$ cat src/rtl/dft_tseq_pkg.sv
package dft_tseq_pkg;

  typedef enum logic [1:0] {
    ST_IDLE  = 2'd0,
    ST_ISSUE = 2'd1,
    ST_HOLD  = 2'd2
  } seq_state_e;

  typedef enum logic {
    PH_EXCH  = 1'b0,
    PH_LOCAL = 1'b1
  } phase_e;

  // counter slots in the nested walk, innermost first
  localparam int CTR_SEG = 0;
  localparam int CTR_ROW = 1;
  localparam int CTR_TX  = 2;
  localparam int CTR_TY  = 3;
  localparam int N_CTR   = 4;

endpackage

$ cat src/rtl/dft_tseq_wrapctr.sv
module dft_tseq_wrapctr #(
  parameter int CW = 6,
  parameter int LW = 3
) (
  input  logic          clk,
  input  logic          rst,
  input  logic          clr,
  input  logic          adv,
  input  logic [LW-1:0] lim_log2,
  output logic [CW-1:0] cnt,
  output logic          last
);

  logic [CW:0]   one_sh;
  logic [CW-1:0] mask;

  assign one_sh = {{CW{1'b0}}, 1'b1} << lim_log2;
  assign mask   = one_sh[CW-1:0] - {{(CW-1){1'b0}}, 1'b1};
  assign last   = (cnt == mask);

  always_ff @(posedge clk) begin
    if (rst || clr) begin
      cnt <= '0;
    end else if (adv) begin
      cnt <= last ? '0 : cnt + {{(CW-1){1'b0}}, 1'b1};
    end
  end

  // a walk index never leaves the range its limit defines
  a_r5_cnt_in_range: assert property (@(posedge clk) disable iff (rst)
    cnt <= mask);

endmodule

$ cat src/rtl/dft_tseq_addr_map.sv
module dft_tseq_addr_map #(
  parameter int MAX_N_LOG2 = 6,
  localparam int LW   = $clog2(MAX_N_LOG2 + 1),
  localparam int CW   = MAX_N_LOG2,
  localparam int AW   = 2 * MAX_N_LOG2,
  localparam int LENW = MAX_N_LOG2 + 1
) (
  input  dft_tseq_pkg::phase_e phase,
  input  logic [LW-1:0]        n_log2,
  input  logic [LW-1:0]        k_log2,
  input  logic [LW-1:0]        s_log2,
  input  logic [CW-1:0]        row_i,
  input  logic [CW-1:0]        seg_j,
  input  logic [CW-1:0]        tile_y,
  input  logic [CW-1:0]        tile_x,
  output logic [AW-1:0]        addr,
  output logic [LENW-1:0]      len
);
  import dft_tseq_pkg::*;

  logic [LW-1:0] mesh_log2;
  logic [LW-1:0] win_log2;
  logic [AW-1:0] one_w, i_w, j_w, ty_w, tx_w;
  logic [AW-1:0] x_row, x_col, l_row, l_col, img_row, img_col;

  assign mesh_log2 = n_log2 - k_log2;
  assign win_log2  = s_log2 - mesh_log2;

  assign one_w = {{(AW-1){1'b0}}, 1'b1};
  assign i_w   = {{(AW-CW){1'b0}}, row_i};
  assign j_w   = {{(AW-CW){1'b0}}, seg_j};
  assign ty_w  = {{(AW-CW){1'b0}}, tile_y};
  assign tx_w  = {{(AW-CW){1'b0}}, tile_x};

  // exchange pass: tile row i splits into sub-block row (high) and window row (low)
  assign x_row = ((i_w >> win_log2) << k_log2)
               | (ty_w << win_log2)
               | (i_w & ((one_w << win_log2) - one_w));
  assign x_col = (j_w << k_log2) | (tx_w << win_log2);

  // local pass: a plain S x S square of the image
  assign l_row = (ty_w << s_log2) | i_w;
  assign l_col = tx_w << s_log2;

  always_comb begin
    if (phase == PH_LOCAL) begin
      img_row = l_row;
      img_col = l_col;
      len     = {{(LENW-1){1'b0}}, 1'b1} << s_log2;
    end else begin
      img_row = x_row;
      img_col = x_col;
      len     = {{(LENW-1){1'b0}}, 1'b1} << win_log2;
    end
    addr = (img_row << n_log2) | img_col;
  end

endmodule

$ cat src/rtl/dft_tile_seq.sv
module dft_tile_seq #(
  parameter int MAX_N_LOG2 = 6,
  localparam int LW   = $clog2(MAX_N_LOG2 + 1),
  localparam int CW   = MAX_N_LOG2,
  localparam int AW   = 2 * MAX_N_LOG2,
  localparam int LENW = MAX_N_LOG2 + 1
) (
  input  logic            clk,
  input  logic            rst,
  input  logic            start,
  input  logic            cfg_phase,
  input  logic [LW-1:0]   cfg_n_log2,
  input  logic [LW-1:0]   cfg_k_log2,
  input  logic [LW-1:0]   cfg_s_log2,
  output logic            busy,
  output logic            req_valid,
  input  logic            req_ready,
  output logic            req_write,
  output logic [AW-1:0]   req_addr,
  output logic [LENW-1:0] req_len,
  output logic            tile_ready,
  input  logic            cmp_done,
  output logic            done
);
  import dft_tseq_pkg::*;

  seq_state_e    st;
  phase_e        ph_q;
  logic [LW-1:0] nl_q, kl_q, sl_q;
  logic          wr_q;

  logic [LW-1:0] ctr_lim  [N_CTR];
  logic          ctr_adv  [N_CTR];
  logic [CW-1:0] ctr_cnt  [N_CTR];
  logic          ctr_last [N_CTR];

  logic            accept, launch, walk_last, tile_step, tiles_last;
  logic [AW-1:0]   map_addr;
  logic [LENW-1:0] map_len;

  assign busy      = (st != ST_IDLE);
  assign launch    = (st == ST_IDLE) && start;
  assign accept    = (st == ST_ISSUE) && req_valid && req_ready;
  assign walk_last = ctr_last[CTR_SEG] && ctr_last[CTR_ROW];
  assign tile_step = accept && walk_last && wr_q;
  assign tiles_last = ctr_last[CTR_TX] && ctr_last[CTR_TY];

  // limits of the nested walk: segment, tile row, tile column, tile row index
  assign ctr_lim[CTR_SEG] = (ph_q == PH_LOCAL) ? '0 : (nl_q - kl_q);
  assign ctr_lim[CTR_ROW] = sl_q;
  assign ctr_lim[CTR_TX]  = nl_q - sl_q;
  assign ctr_lim[CTR_TY]  = nl_q - sl_q;

  assign ctr_adv[CTR_SEG] = accept;
  assign ctr_adv[CTR_ROW] = accept && ctr_last[CTR_SEG];
  assign ctr_adv[CTR_TX]  = tile_step;
  assign ctr_adv[CTR_TY]  = tile_step && ctr_last[CTR_TX];

  for (genvar g = 0; g < N_CTR; g++) begin : g_walk
    dft_tseq_wrapctr #(.CW(CW), .LW(LW)) ctr_i (
      .clk      (clk),
      .rst      (rst),
      .clr      (launch),
      .adv      (ctr_adv[g]),
      .lim_log2 (ctr_lim[g]),
      .cnt      (ctr_cnt[g]),
      .last     (ctr_last[g])
    );
  end

  dft_tseq_addr_map #(.MAX_N_LOG2(MAX_N_LOG2)) map_i (
    .phase  (ph_q),
    .n_log2 (nl_q),
    .k_log2 (kl_q),
    .s_log2 (sl_q),
    .row_i  (ctr_cnt[CTR_ROW]),
    .seg_j  (ctr_cnt[CTR_SEG]),
    .tile_y (ctr_cnt[CTR_TY]),
    .tile_x (ctr_cnt[CTR_TX]),
    .addr   (map_addr),
    .len    (map_len)
  );

  always_ff @(posedge clk) begin
    if (rst) begin
      st         <= ST_IDLE;
      ph_q       <= PH_EXCH;
      nl_q       <= '0;
      kl_q       <= '0;
      sl_q       <= '0;
      wr_q       <= 1'b0;
      req_valid  <= 1'b0;
      req_write  <= 1'b0;
      req_addr   <= '0;
      req_len    <= '0;
      tile_ready <= 1'b0;
      done       <= 1'b0;
    end else begin
      done <= 1'b0;
      unique case (st)
        ST_IDLE: begin
          if (start) begin
            ph_q <= phase_e'(cfg_phase);
            nl_q <= cfg_n_log2;
            kl_q <= cfg_k_log2;
            sl_q <= cfg_s_log2;
            wr_q <= 1'b0;
            st   <= ST_ISSUE;
          end
        end
        ST_ISSUE: begin
          if (!req_valid) begin
            req_valid <= 1'b1;
            req_addr  <= map_addr;
            req_len   <= map_len;
            req_write <= wr_q;
          end else if (req_ready) begin
            req_valid <= 1'b0;
            if (walk_last) begin
              if (!wr_q) begin
                tile_ready <= 1'b1;
                st         <= ST_HOLD;
              end else if (tiles_last) begin
                done <= 1'b1;
                st   <= ST_IDLE;
              end else begin
                wr_q <= 1'b0;
              end
            end
          end
        end
        ST_HOLD: begin
          if (cmp_done) begin
            tile_ready <= 1'b0;
            wr_q       <= 1'b1;
            st         <= ST_ISSUE;
          end
        end
        default: st <= ST_IDLE;
      endcase
    end
  end

  // ---------------- assertions ----------------
  logic [AW:0] row_off;
  logic [AW:0] row_span;
  assign row_off  = {1'b0, req_addr & ((({{(AW-1){1'b0}}, 1'b1}) << nl_q) - {{(AW-1){1'b0}}, 1'b1})};
  assign row_span = {{(AW){1'b0}}, 1'b1} << nl_q;

  a_r5_within_row: assert property (@(posedge clk) disable iff (rst)
    req_valid |-> (row_off + {{(AW+1-LENW){1'b0}}, req_len}) <= row_span);

  a_r11_hold_stable: assert property (@(posedge clk) disable iff (rst)
    (req_valid && !req_ready) |=> (req_valid && $stable(req_addr)
                                   && $stable(req_len) && $stable(req_write)));

  a_r8_quiet_in_compute: assert property (@(posedge clk) disable iff (rst)
    tile_ready |-> !req_valid);

  a_r8_hold_until_cmp: assert property (@(posedge clk) disable iff (rst)
    (tile_ready && !cmp_done) |=> tile_ready);

  a_r9_done_single: assert property (@(posedge clk) disable iff (rst)
    done |=> !done);

  a_r9_done_idle: assert property (@(posedge clk) disable iff (rst)
    done |-> !busy);

  a_r10_cfg_frozen: assert property (@(posedge clk) disable iff (rst)
    (busy && $past(busy)) |-> ($stable(nl_q) && $stable(kl_q)
                               && $stable(sl_q) && $stable(ph_q)));

  a_r1_idle_quiet: assert property (@(posedge clk) disable iff (rst)
    !busy |-> (!req_valid && !tile_ready));

endmodule

$ cat config.mk
export PLATFORM = sky130hd
export DESIGN_NAME = dft_tile_seq
export DESIGN_NICKNAME = d
export VERILOG_FILES = /design/src/rtl/dft_tseq_pkg.sv /design/src/rtl/dft_tseq_wrapctr.sv /design/src/rtl/dft_tseq_addr_map.sv /design/src/rtl/dft_tile_seq.sv
export SDC_FILE = /design/constraint.sdc
export NUM_CORES = 1
export LEC_CHECK = 0
export BUFFER_PORTS_ARGS = -buffer_cell sky130_fd_sc_hd__buf_2
export CELL_PAD_IN_SITES_DETAIL_PLACEMENT = 2
export CELL_PAD_IN_SITES_GLOBAL_PLACEMENT = 2
export CORE_MARGIN = 2
export CORE_UTILIZATION = 27
export CTS_CLUSTER_DIAMETER = 100
export DETAILED_ROUTE_END_ITERATION = 12
export GPL_TIMING_DRIVEN = 0
export PLACE_DENSITY_LB_ADDON = 0.1
export SLEW_MARGIN = 20
export SYNTH_ARGS = -nofsm -noshare
export SYNTH_HDL_FRONTEND = slang
export SYNTH_SLANG_ARGS = --single-unit
export TNS_END_PERCENT = 5
$ cat constraint.sdc
create_clock -name clk -period 4.9 [get_ports clk]
set_input_delay 0.245 -clock clk [delete_from_list [all_inputs] [get_ports clk]]
set_output_delay 0.245 -clock clk [all_outputs]
set_load 0.01 [all_outputs]
==> flow_summary.toml <==
[power_and_ir_drop]
combPwrFrac_pct = 67.7
power_switching_mw = 2.275
power_density_nw_per_um2 = 629.3
peakVddDrop_v = 0.0001819
power_leakage_nw = 2.513
internal_power_mw = 2.115
p_clk_share_pct = 17.7
p_sw_share_pct = 51.82
p_total_mw = 4.390
seqPwrFrac_pct = 14.6

[layout]
insertedDiodeCount = 0
instances_no_fill = 1146
drive_gt1_share_pct = 15.36
area_delta_synth_final_pct = 16.12
fin_nets = 894

[clock_network]
clk_latency_ns = 0.35
root_buffer = "clkbuf_16"
clockBufferDepth = 2
clkTransAtPathRegs_ns = 0.06
cts_tree = "yes"
numCtsBuffers = 9
cts_sinks = 60
htreeDepth = 3

[place]
hpwl_mm = 22.37
post-place-ws_ns = -1.104
io_buffers = 38
place_congestion = 0.9346
placed_cells = 1132

[grt]
grt_pass1_vias = 7136
grt_start_max_net_pins = 12
grt_pass1_wl_mm = 44.45
grt.total_usage_pct = 24.60
grt.overflow.total = 0
antenna_found_initial = 0

[critical_path]
crit_chain = "clkinv_4 > ha_1 > inv_1 > fa_1 > fa_2 > xor2_4 > xnor2_4 > buf_4 > clkbuf_4 > nand2_1 > ha_2 > o221a_2 > nor3b_1 > o22a_1 > nor3_1 > a311oi_1 > a31oi_1"
reg2reg_depth = 17
reg2reg_from = "nl_q[0]"
rrSetupSlack_ns = 0.15
max_stage_delay_ns = 0.49
crit_required_ns = 5.10
r2r-end = "req_addr[3]"
cp-end-kind = "flip-flop"
worstSetupPathType = "reg -> reg"
cp-start-kind = "flip-flop"
cpMaxStageDelayCell = "fa_1"
path_max_fanout = 11
cp.arrival_ns = 4.95

[sta]
setup_slack_ns = 0.1461
post-route-period-util_pct = 97.02
finalHoldViolations = 0
relSlewSlack_pct = 36.13
fmax_mhz = 210.4
holdWs_ns = 0.1246
period_needed_ns = 4.754
drv_slew = 0
finalClockSkew_ns = 0.009402
setup_viol = 0
worstMarginPinSlew_ns = 0.9508
rsz0062_at_grt = "yes"

[floorplan]
io-pin-count = 39
core_um2 = 21820
die_w_um = 153.2
die_area_um2 = 23460
start_util_pct = 27.53
die_y_um = 153.2
row_count = 54

[drt]
firstDrtPassIters = 5
wire_per_inst_um = 25.31
ant_nets = 0
drt-initial-drc-count = 394
routed_wl_mm = 29.00
post-route-drc-count = 0
via_per_inst = 5.812
num_vias = 6661

[synth]
async_reset_ff_share_pct = 0
synth_seq_cells = 60
synth_edf_count = 0
yosysTopAreaCell = "dfxtp_1"
syn_area_per_cell_um2 = 7.381
syn_area_um2 = 6008
netlist_top_cells_count = "nand2_1 (89), nor2_1 (81), dfxtp_1 (60)"
yosysMostFrequentCell = "nand2_1"
post_synth_num_cell_types = 84
ys_seq_area_share_pct = 19.99
ys_warn_count = 0
synth_fp_nets = 847
yosys-top-cells-area = "dfxtp_1 (20%), nand2_1 (5.6%), nor2_1 (5.1%)"
synthCells = 814
synth_flop_cell = "dfxtp_1"
synth_top_area_share_pct = 19.99

[outcome]
status = "completed"

[hold_path]
hold_depth = 3
hold_path.class = "in -> reg"
worst_hold_startpoint = "cfg_n_log2[0]"
hold_end = "nl_q[0]"

[job]
drv_cap = 0
per-layer routing:
layer	track usage [%]	share of wire (%)	wire length (um)
met1	33.54	47	13700
met2	40.31	46	13420
met3	2.864	3.5	1007
met5	0	0	0
met4	8.333	3.0	876
per-stage QoR:
stage          cell area, um^2  setup TNS [ns]  utilization [%]
3_3_place_gp              6549          -13.12            30.01
4_1_cts                   6949               0            31.84
2_1_floorplan             6008               0                -
5_1_grt                   6977         -0.7016            31.97
3_5_place_dp              6549          -17.36            30.01
6_report                  6977               0            31.97
power groups by stage:
stage	Clock (mW)	Sequential [mW]	Combinational (mW)
6_report	0.777	0.639	2.97
3_3_place_gp	0	0.638	2.74
3_5_place_dp	0	0.643	2.81
4_1_cts	0.801	0.639	2.89
5_1_grt	0.824	0.651	3.21
2_1_floorplan	0	0.658	1.87
kinds of logic (layout without fill, tap and decap cells):
| logic type | after synthesis | in the layout | share of synthesized area, % |
|---|---|---|---|
| AO/OA/AOI/OAI | 234 | 234 | 26.34 |
| buffers and inverters | 108 | 160 | 7.184 |
| XOR/XNOR | 36 | 36 | 6.664 |
| multiplexers | 61 | 61 | 11.93 |
| flip-flops | 60 | 60 | 19.99 |
| AND/OR/NAND/NOR | 297 | 297 | 23.76 |
| adder cells (fa/ha/maj) | 18 | 18 | 4.123 |
critical path: cells and delay by family (launching register included):
kind                     cells  cell delay (ns)
adder cells (fa/ha/maj)      4             1.49
AND/OR/NAND/NOR              3             0.54
flip-flops                   1             0.44
buffers and inverters        4             0.66
XOR/XNOR                     2             0.44
AO/OA/AOI/OAI                4             1.04
layout make-up:
class | instances | area, um^2
clock inverters | 4 | 95.09
multi-input cells | 646 | 4438
fillers | 2585 | 14850
inverters | 31 | 121.4
repair buffers | 39 | 197.7
plain buffers | 74 | 312.8
flip-flops and latches | 60 | 1205
well taps | 280 | 350.3
clock buffers | 12 | 256.5
worst max-delay path by stage:
stage | from | end | slack, ns | depth (start not counted)
2_1_floorplan | nl_q[0] | req_addr[8] | 0.22 | 18
3_3_place_gp | nl_q[0] | req_addr[11] | -1.03 | 17
3_5_place_dp | nl_q[0] | req_addr[11] | -1.10 | 17
4_1_cts | nl_q[0] | req_addr[8] | 0.008 | 17
5_1_grt | nl_q[1] | st[0] | -0.09 | 16
6_report | nl_q[0] | req_addr[3] | 0.15 | 17
flip-flops by register name, indices dropped and copies added, names as in the netlist:
signal,flops
kl_q,3
ph_q,1
req_len,7
req_write,1
sl_q,3
nl_q,3
req_valid,1
g_walk.ctr_i.cnt,24
req_addr,12
done,1
st,2
wr_q,1
tile_ready,1
timing repair:
| action | 4_1_cts | 5_1_grt |
|---|---|---|
| endpoints found under the hold margin | 0 | 0 |
| gates cloned | 0 | 0 |
| setup endpoints to repair | 34 | 27 |
| resized for setup | 13 | 12 |
| pin swaps | 1 | 2 |
| hold buffers | 0 | 0 |
| buffers inserted | 1 | 0 |
layout by cell type, fill, tap and decap left out, types with 4 or more instances in the layout:
master     synthesis  layout
nand2_1           89      89
nor2_1            81      81
dfxtp_1           60      59
o21ai_0           53      53
buf_2             14      52
a21oi_1           47      47
clkbuf_1          53      47
mux2i_1           30      30
inv_1             29      29
nor3_1            25      25
mux2_2            24      24
nand3_1           22      22
xnor2_1           22      22
o211ai_1          19      19
ha_1              15      14
a31oi_1           13      13
and3_1            12      12
o22ai_1           10      10
nand2b_1           9       9
or3_1              9       9
clkbuf_16          0       9
a22oi_1            8       8
xor2_1             8       8
nor2b_1            8       7
a211oi_1           7       7
mux4_2             6       6
buf_1              7       6
a211o_1            5       5
o221ai_1           6       5
nand3b_1           5       5
a311oi_1           5       5
nor3b_1            5       5
nor4_1             5       5
nand4_1            5       5
clkbuf_2           1       5
a221oi_1           5       4
o31ai_1            4       4
a221o_1            4       4
a2111oi_0          4       4
o211a_1            4       4
Power figures use the tool's default switching activity.
